`src/rtl/irqstat_pkg.sv`:
```
// Shared constants for the interrupt status unit.
// Assumes a 32-bit register word; bit positions are fixed by the status layout.
package irqstat_pkg;
    localparam int WORD_W = 32;

    // Positions that latch event pulses and can be acknowledged and masked.
    localparam logic [WORD_W-1:0] FLAG_POS_DEF  = 32'h8B7F_031D;
    // Positions that show live, sampled conditions.
    localparam logic [WORD_W-1:0] LIVE_POS_DEF  = 32'h6080_04A0;
    // Mask word after reset: bits 8, 9, 24, 25 and 27 blocked.
    localparam logic [WORD_W-1:0] MASK_RST_DEF  = 32'h0B00_0300;

    typedef enum logic [1:0] {
        POS_RESERVED = 2'd0,
        POS_FLAG     = 2'd1,
        POS_LIVE     = 2'd2
    } pos_kind_e;

    // Classify one bit position from the flag and live position vectors.
    function automatic pos_kind_e kind_of(input logic [WORD_W-1:0] flags,
                                          input logic [WORD_W-1:0] lives,
                                          input int idx);
        if (flags[idx])      return POS_FLAG;
        else if (lives[idx]) return POS_LIVE;
        else                 return POS_RESERVED;
    endfunction
endpackage

```
`src/rtl/irqstat_bit_cell.sv`:
```
// One position of the status word.
// FLAG: set by an event pulse, cleared by an acknowledge-zero write; the event wins a tie.
// LIVE: registered copy of a live input, not affected by writes or events.
// RESERVED: constant zero.
// Assumes a synchronous active-low reset.
module irqstat_bit_cell
    import irqstat_pkg::*;
#(
    parameter pos_kind_e KIND = POS_RESERVED
) (
    input  logic clk,
    input  logic rst_n,
    input  logic evt,
    input  logic ack_zero,
    input  logic live,
    output logic q
);
    generate
        if (KIND == POS_FLAG) begin : g_flag
            logic flag_q;
            logic unused_live;
            assign unused_live = live;
            // Latch events; clear on an acknowledge unless an event arrives in the same cycle.
            always_ff @(posedge clk) begin
                if (!rst_n)          flag_q <= 1'b0;
                else if (evt)        flag_q <= 1'b1;
                else if (ack_zero)   flag_q <= 1'b0;
            end
            assign q = flag_q;
        end else if (KIND == POS_LIVE) begin : g_live
            logic live_q;
            logic unused_wr;
            assign unused_wr = evt ^ ack_zero;
            // Sample the live condition every cycle.
            always_ff @(posedge clk) begin
                if (!rst_n) live_q <= 1'b0;
                else        live_q <= live;
            end
            assign q = live_q;
        end else begin : g_rsvd
            logic unused_all;
            assign unused_all = clk ^ rst_n ^ evt ^ ack_zero ^ live;
            assign q = 1'b0;
        end
    endgenerate
endmodule

```
`src/rtl/irqstat_mask_reg.sv`:
```
// Interrupt mask word. Keeps only the flag positions; a stored 1 blocks that flag.
// Assumes a synchronous active-low reset to MASK_RST.
module irqstat_mask_reg
    import irqstat_pkg::*;
#(
    parameter int               W        = WORD_W,
    parameter logic [W-1:0]     FLAG_POS = FLAG_POS_DEF,
    parameter logic [W-1:0]     MASK_RST = MASK_RST_DEF
) (
    input  logic         clk,
    input  logic         rst_n,
    input  logic         wr,
    input  logic [W-1:0] wd,
    output logic [W-1:0] q
);
    logic [W-1:0] mask_q;

    // Load new mask bits at flag positions only.
    always_ff @(posedge clk) begin
        if (!rst_n)  mask_q <= MASK_RST & FLAG_POS;
        else if (wr) mask_q <= wd & FLAG_POS;
    end

    assign q = mask_q;
endmodule

```
`src/rtl/irqstat_combine.sv`:
```
// Read multiplexer and interrupt reduction.
// Assumes the status word is already zero at reserved positions.
module irqstat_combine
    import irqstat_pkg::*;
#(
    parameter int           W        = WORD_W,
    parameter logic [W-1:0] FLAG_POS = FLAG_POS_DEF
) (
    input  logic [W-1:0] status,
    input  logic [W-1:0] mask,
    input  logic         rd_sel,
    output logic [W-1:0] rd_data,
    output logic         irq
);
    logic [W-1:0] pending;

    // Unmasked flags only; live positions are excluded by FLAG_POS.
    always_comb pending = status & ~mask & FLAG_POS;

    // Raise one level request from any pending flag.
    always_comb irq = |pending;

    // Return the selected word.
    always_comb rd_data = rd_sel ? mask : status;
endmodule

```
`src/rtl/cardhost_irq_status.sv`:
```
// Top of the interrupt status unit: per-position status cells, mask word,
// read path and interrupt output.
// Assumes single-cycle event pulses and a synchronous active-low reset.
module cardhost_irq_status
    import irqstat_pkg::*;
#(
    parameter int                W        = WORD_W,
    parameter logic [W-1:0]      FLAG_POS = FLAG_POS_DEF,
    parameter logic [W-1:0]      LIVE_POS = LIVE_POS_DEF,
    parameter logic [W-1:0]      MASK_RST = MASK_RST_DEF
) (
    input  logic         clk,
    input  logic         rst_n,
    input  logic         wr_en,
    input  logic         wr_sel,
    input  logic [W-1:0] wr_data,
    input  logic         rd_sel,
    output logic [W-1:0] rd_data,
    input  logic [W-1:0] evt_pulse,
    input  logic [W-1:0] live_in,
    output logic         irq
);
    logic [W-1:0] status_all;
    logic [W-1:0] mask_q;
    logic         wr_status;
    logic         wr_mask;

    // Decode the write target.
    always_comb begin
        wr_status = wr_en && !wr_sel;
        wr_mask   = wr_en &&  wr_sel;
    end

    // One cell per position; the kind is picked from the position vectors.
    generate
        for (genvar i = 0; i < W; i++) begin : g_pos
            irqstat_bit_cell #(
                .KIND(kind_of(FLAG_POS, LIVE_POS, i))
            ) u_cell (
                .clk      (clk),
                .rst_n    (rst_n),
                .evt      (evt_pulse[i]),
                .ack_zero (wr_status && !wr_data[i]),
                .live     (live_in[i]),
                .q        (status_all[i])
            );
        end
    endgenerate

    irqstat_mask_reg #(
        .W(W), .FLAG_POS(FLAG_POS), .MASK_RST(MASK_RST)
    ) u_mask (
        .clk   (clk),
        .rst_n (rst_n),
        .wr    (wr_mask),
        .wd    (wr_data),
        .q     (mask_q)
    );

    irqstat_combine #(
        .W(W), .FLAG_POS(FLAG_POS)
    ) u_comb (
        .status  (status_all),
        .mask    (mask_q),
        .rd_sel  (rd_sel),
        .rd_data (rd_data),
        .irq     (irq)
    );
endmodule

```
`config.mk`:
```
export PLATFORM = sky130hd
export DESIGN_NAME = cardhost_irq_status
export DESIGN_NICKNAME = d
export VERILOG_FILES = /design/src/rtl/irqstat_pkg.sv /design/src/rtl/irqstat_bit_cell.sv /design/src/rtl/irqstat_mask_reg.sv /design/src/rtl/irqstat_combine.sv /design/src/rtl/cardhost_irq_status.sv
export SDC_FILE = /design/constraint.sdc
export NUM_CORES = 1
export LEC_CHECK = 0
export ABC_CLOCK_PERIOD_IN_PS = 1050
export BUFFER_PORTS_ARGS = -buffer_cell sky130_fd_sc_hd__buf_2
export CELL_PAD_IN_SITES_DETAIL_PLACEMENT = 0
export CELL_PAD_IN_SITES_GLOBAL_PLACEMENT = 1
export CORE_ASPECT_RATIO = 0.7
export CORE_MARGIN = 4
export CORE_UTILIZATION = 25
export CTS_BUF_LIST = sky130_fd_sc_hd__clkbuf_4
export DETAILED_ROUTE_END_ITERATION = 7
export PLACE_DENSITY_LB_ADDON = 0.1
export SKIP_CTS_REPAIR_TIMING = 1
export SLEW_MARGIN = 30
export SYNTH_ARGS = -nofsm -noshare
export SYNTH_HDL_FRONTEND = slang
export SYNTH_SLANG_ARGS = --single-unit
```
`constraint.sdc`:
```
create_clock -name clk -period 1.05 [get_ports clk]
set_input_delay 0.0525 -clock clk [delete_from_list [all_inputs] [get_ports clk]]
set_output_delay 0.0525 -clock clk [all_outputs]
set_load 0.03 [all_outputs]
```
==> results.sh <==
export IMPL_crit_path_max_fanout=2
export IMPL_antennaDiodeCount=0
export IMPL_clk_pin_slew_ns=0.13
export IMPL_cp_arrival_ns=1.63
export IMPL_gp_congestion=0.7090
export IMPL_layout_setup_ws_ns=-0.6359
export IMPL_clk_latency_ns=0.33
export IMPL_finalSetupViolCount=18
export IMPL_dpl_hpwl_um=3699
export IMPL_final_cell_mix="buf_2, buf_6, dlygate4sd3_1, nand2_1, dfxtp_2"
export IMPL_max_cap_violations=0
export IMPL_synth_distinct_cells=26
export IMPL_cts_root_buffer="clkbuf_4"
export IMPL_synth_simple_area_share_pct=19.35
export IMPL_drtIter0Drc=76
export IMPL_slew_violations=0
export IMPL_finalWirelength_um=5766
export IMPL_fin_crit_ns=1.686
export IMPL_dr_pass1_iters=4
export IMPL_cts_buffers=5
export IMPL_fp_dieArea_mm2=0.008886
export IMPL_muxShareOfSynthArea_pct=6.069
export IMPL_crit_required_ns=1.00
export IMPL_grt_overflow=0
export IMPL_netlist_area_mm2=0.001856
export IMPL_synth_top_family_by_area="compound AO/OA/AOI/OAI gates"
export IMPL_rsz0062_at_grt="true"
export IMPL_cts_tree="yes"
export IMPL_drtAntennaViolNets=0
export IMPL_path_class="reg2out"
export IMPL_grt_max_degree=41
export IMPL_fmax_ghz=0.5931
export IMPL_syn_inst=218
export IMPL_final_instance_count_excl_fill=457
export IMPL_synth_compound_area_share_pct=20.97
export IMPL_nets=463
export IMPL_synthToLayoutAreaGrowth_pct=87.73
export IMPL_min_path_type="in2reg"
export IMPL_htree_levels=2
export IMPL_grt_pass1_wl_um=8369
export IMPL_core_area_mm2=0.006975
export IMPL_finalSetupTns_ns=-3.470
export IMPL_postSynthAreaPerCell_um2=8.512
export IMPL_cts_sinks=40
export IMPL_first_global_vias=1688
export IMPL_finalCritPeriodShare_pct=160.6
export IMPL_status="complete, but fails checks"
export IMPL_die_x_um=111.0
export IMPL_rows=25
export IMPL_die_h_um=80.08
export IMPL_synth_xor_area_share_pct=0
export IMPL_placedCellCount=401
export IMPL_crit_path_end_kind="output port"
export IMPL_avgRoutedWirePerCell_um=12.62
export IMPL_start_kind="flip-flop"
export IMPL_grtUsageTotal_pct=12.03
export IMPL_cts_max_path_buffers=2
export IMPL_antenna_found_initial=0
export IMPL_violations="setup timing"
export IMPL_hold_viol=0
export IMPL_ios=134
export IMPL_vias=1902
export IMPL_finClkSkew_ns=0
export IMPL_p_per_area_mw_per_mm2=1120
export IMPL_drc=0
export IMPL_yosys_area_share_adder_pct=0
export IMPL_seq_area_frac_synth_pct=43.16
export IMPL_power_leakage_nw=1.567
export IMPL_ys_warn_count=0
export IMPL_drive_gt1_share_pct=51.52
export IMPL_start_util_pct=26.60
export IMPL_vias_per_cell=4.162
export IMPL_ir_drop_uv=491.7
export IMPL_place_port_buffers=68
export IMPL_ys_seq_elements=40
export IMPL_fill_cells=705
export IMPL_final_common_cell="buf_2"
export IMPL_postLayoutCoreUtil_pct=49.94
-- logic make-up after synthesis --
family	count (synthesis)
simple gates	79
compound gates	54
flops	40
buf+inv	34
mux	10
other cells	1
-- metrics by stage --
stage                     worst slack (ns)  hold slack [ns]  total power, W  instance area (um^2)
after floorplan                   -0.06946           0.1763        0.002217                  1952
after global placement             -0.2287           0.2601        0.002544                  2574
after detailed placement           -0.2441           0.2622        0.002544                  2574
after CTS                          -0.6342          -0.1260        0.003609                  2654
after global routing               -0.7224          0.07708        0.004140                  3483
final                              -0.6359          0.08035        0.003901                  3483
-- synth_stat cells --
master	instances	area share [%]
o22ai_1	4	1.3
buf_6	3	1.8
clkbuf_1	6	1.2
mux2_2	10	6.1
o2111ai_1	1	0.47
buf_4	10	4.0
nand3_1	5	1.3
dfxtp_1	40	43
conb_1	1	0.20
a21boi_0	8	3.2
and2_1	7	2.4
nand2_1	41	8.3
a21boi_1	4	1.6
nand2b_4	1	0.74
nor3_1	1	0.27
nand2b_1	3	1.0
and2b_2	1	0.47
o21a_1	27	11
a222oi_1	1	0.54
nor2b_1	6	2.0
o211ai_1	1	0.40
buf_2	2	0.54
inv_1	13	2.6
a2111oi_1	1	0.54
o21ai_0	7	1.9
nor2_1	14	2.8
-- area by class of cell --
class,count,area [um^2],share of cell area (%)
clock inverter,2,35.03,1.006
tap,94,117.6,3.376
inverter,13,48.80,1.401
clock buffer,6,45.04,1.293
multi-input combinational,152,1080,31.00
timing repair buffer,150,1318,37.82
sequential,40,839.6,24.10
-- metal layers --
layer | up-vias | global-route usage, % | wire length (um)
li1 | 992 | - | -
met1 | 866 | 15.79 | 2777
met2 | 39 | 19.19 | 2697
met3 | 5 | 3.464 | 252
met4 | 0 | 3.690 | 38
met5 | - | 0 | 0
-- flip-flops by register name, summed over array words and instances (netlist names) --
signal,cells
g_pos.u_cell.q,23
u_mask.q,17
-- worst paths after layout --
path / startpoint / end / slack (ns) / cells after the start
max reg2reg: g_pos[8].u_cell.q / g_pos[8].u_cell.q / 0.12 / 4
min reg2reg: u_mask.q[0] / u_mask.q[0] / 0.48 / 2
min: rst_n / u_mask.q[24] / 0.08 / 3
max: u_mask.q[20] / irq / -0.64 / 5
-- power by group --
| group | total [W] | internal [W] | switching (W) |
|---|---|---|---|
| logic | 0.00117 | 0.000640 | 0.000534 |
| registers | 0.00168 | 0.00162 | 0.0000539 |
| clock network | 0.00105 | 0.000526 | 0.000523 |
| total | 0.00390 | 0.00279 | 0.00111 |
-- worst max-delay path: stages, from the launching register on --
cell and delay [ns]:
dfxtp_2 0.34, nand2b_4 0.12, o2111ai_4 0.13, a2111oi_4 0.40, nand3_2 0.14, buf_6 0.17
Note: power is estimated with default switching activity, not from simulation.
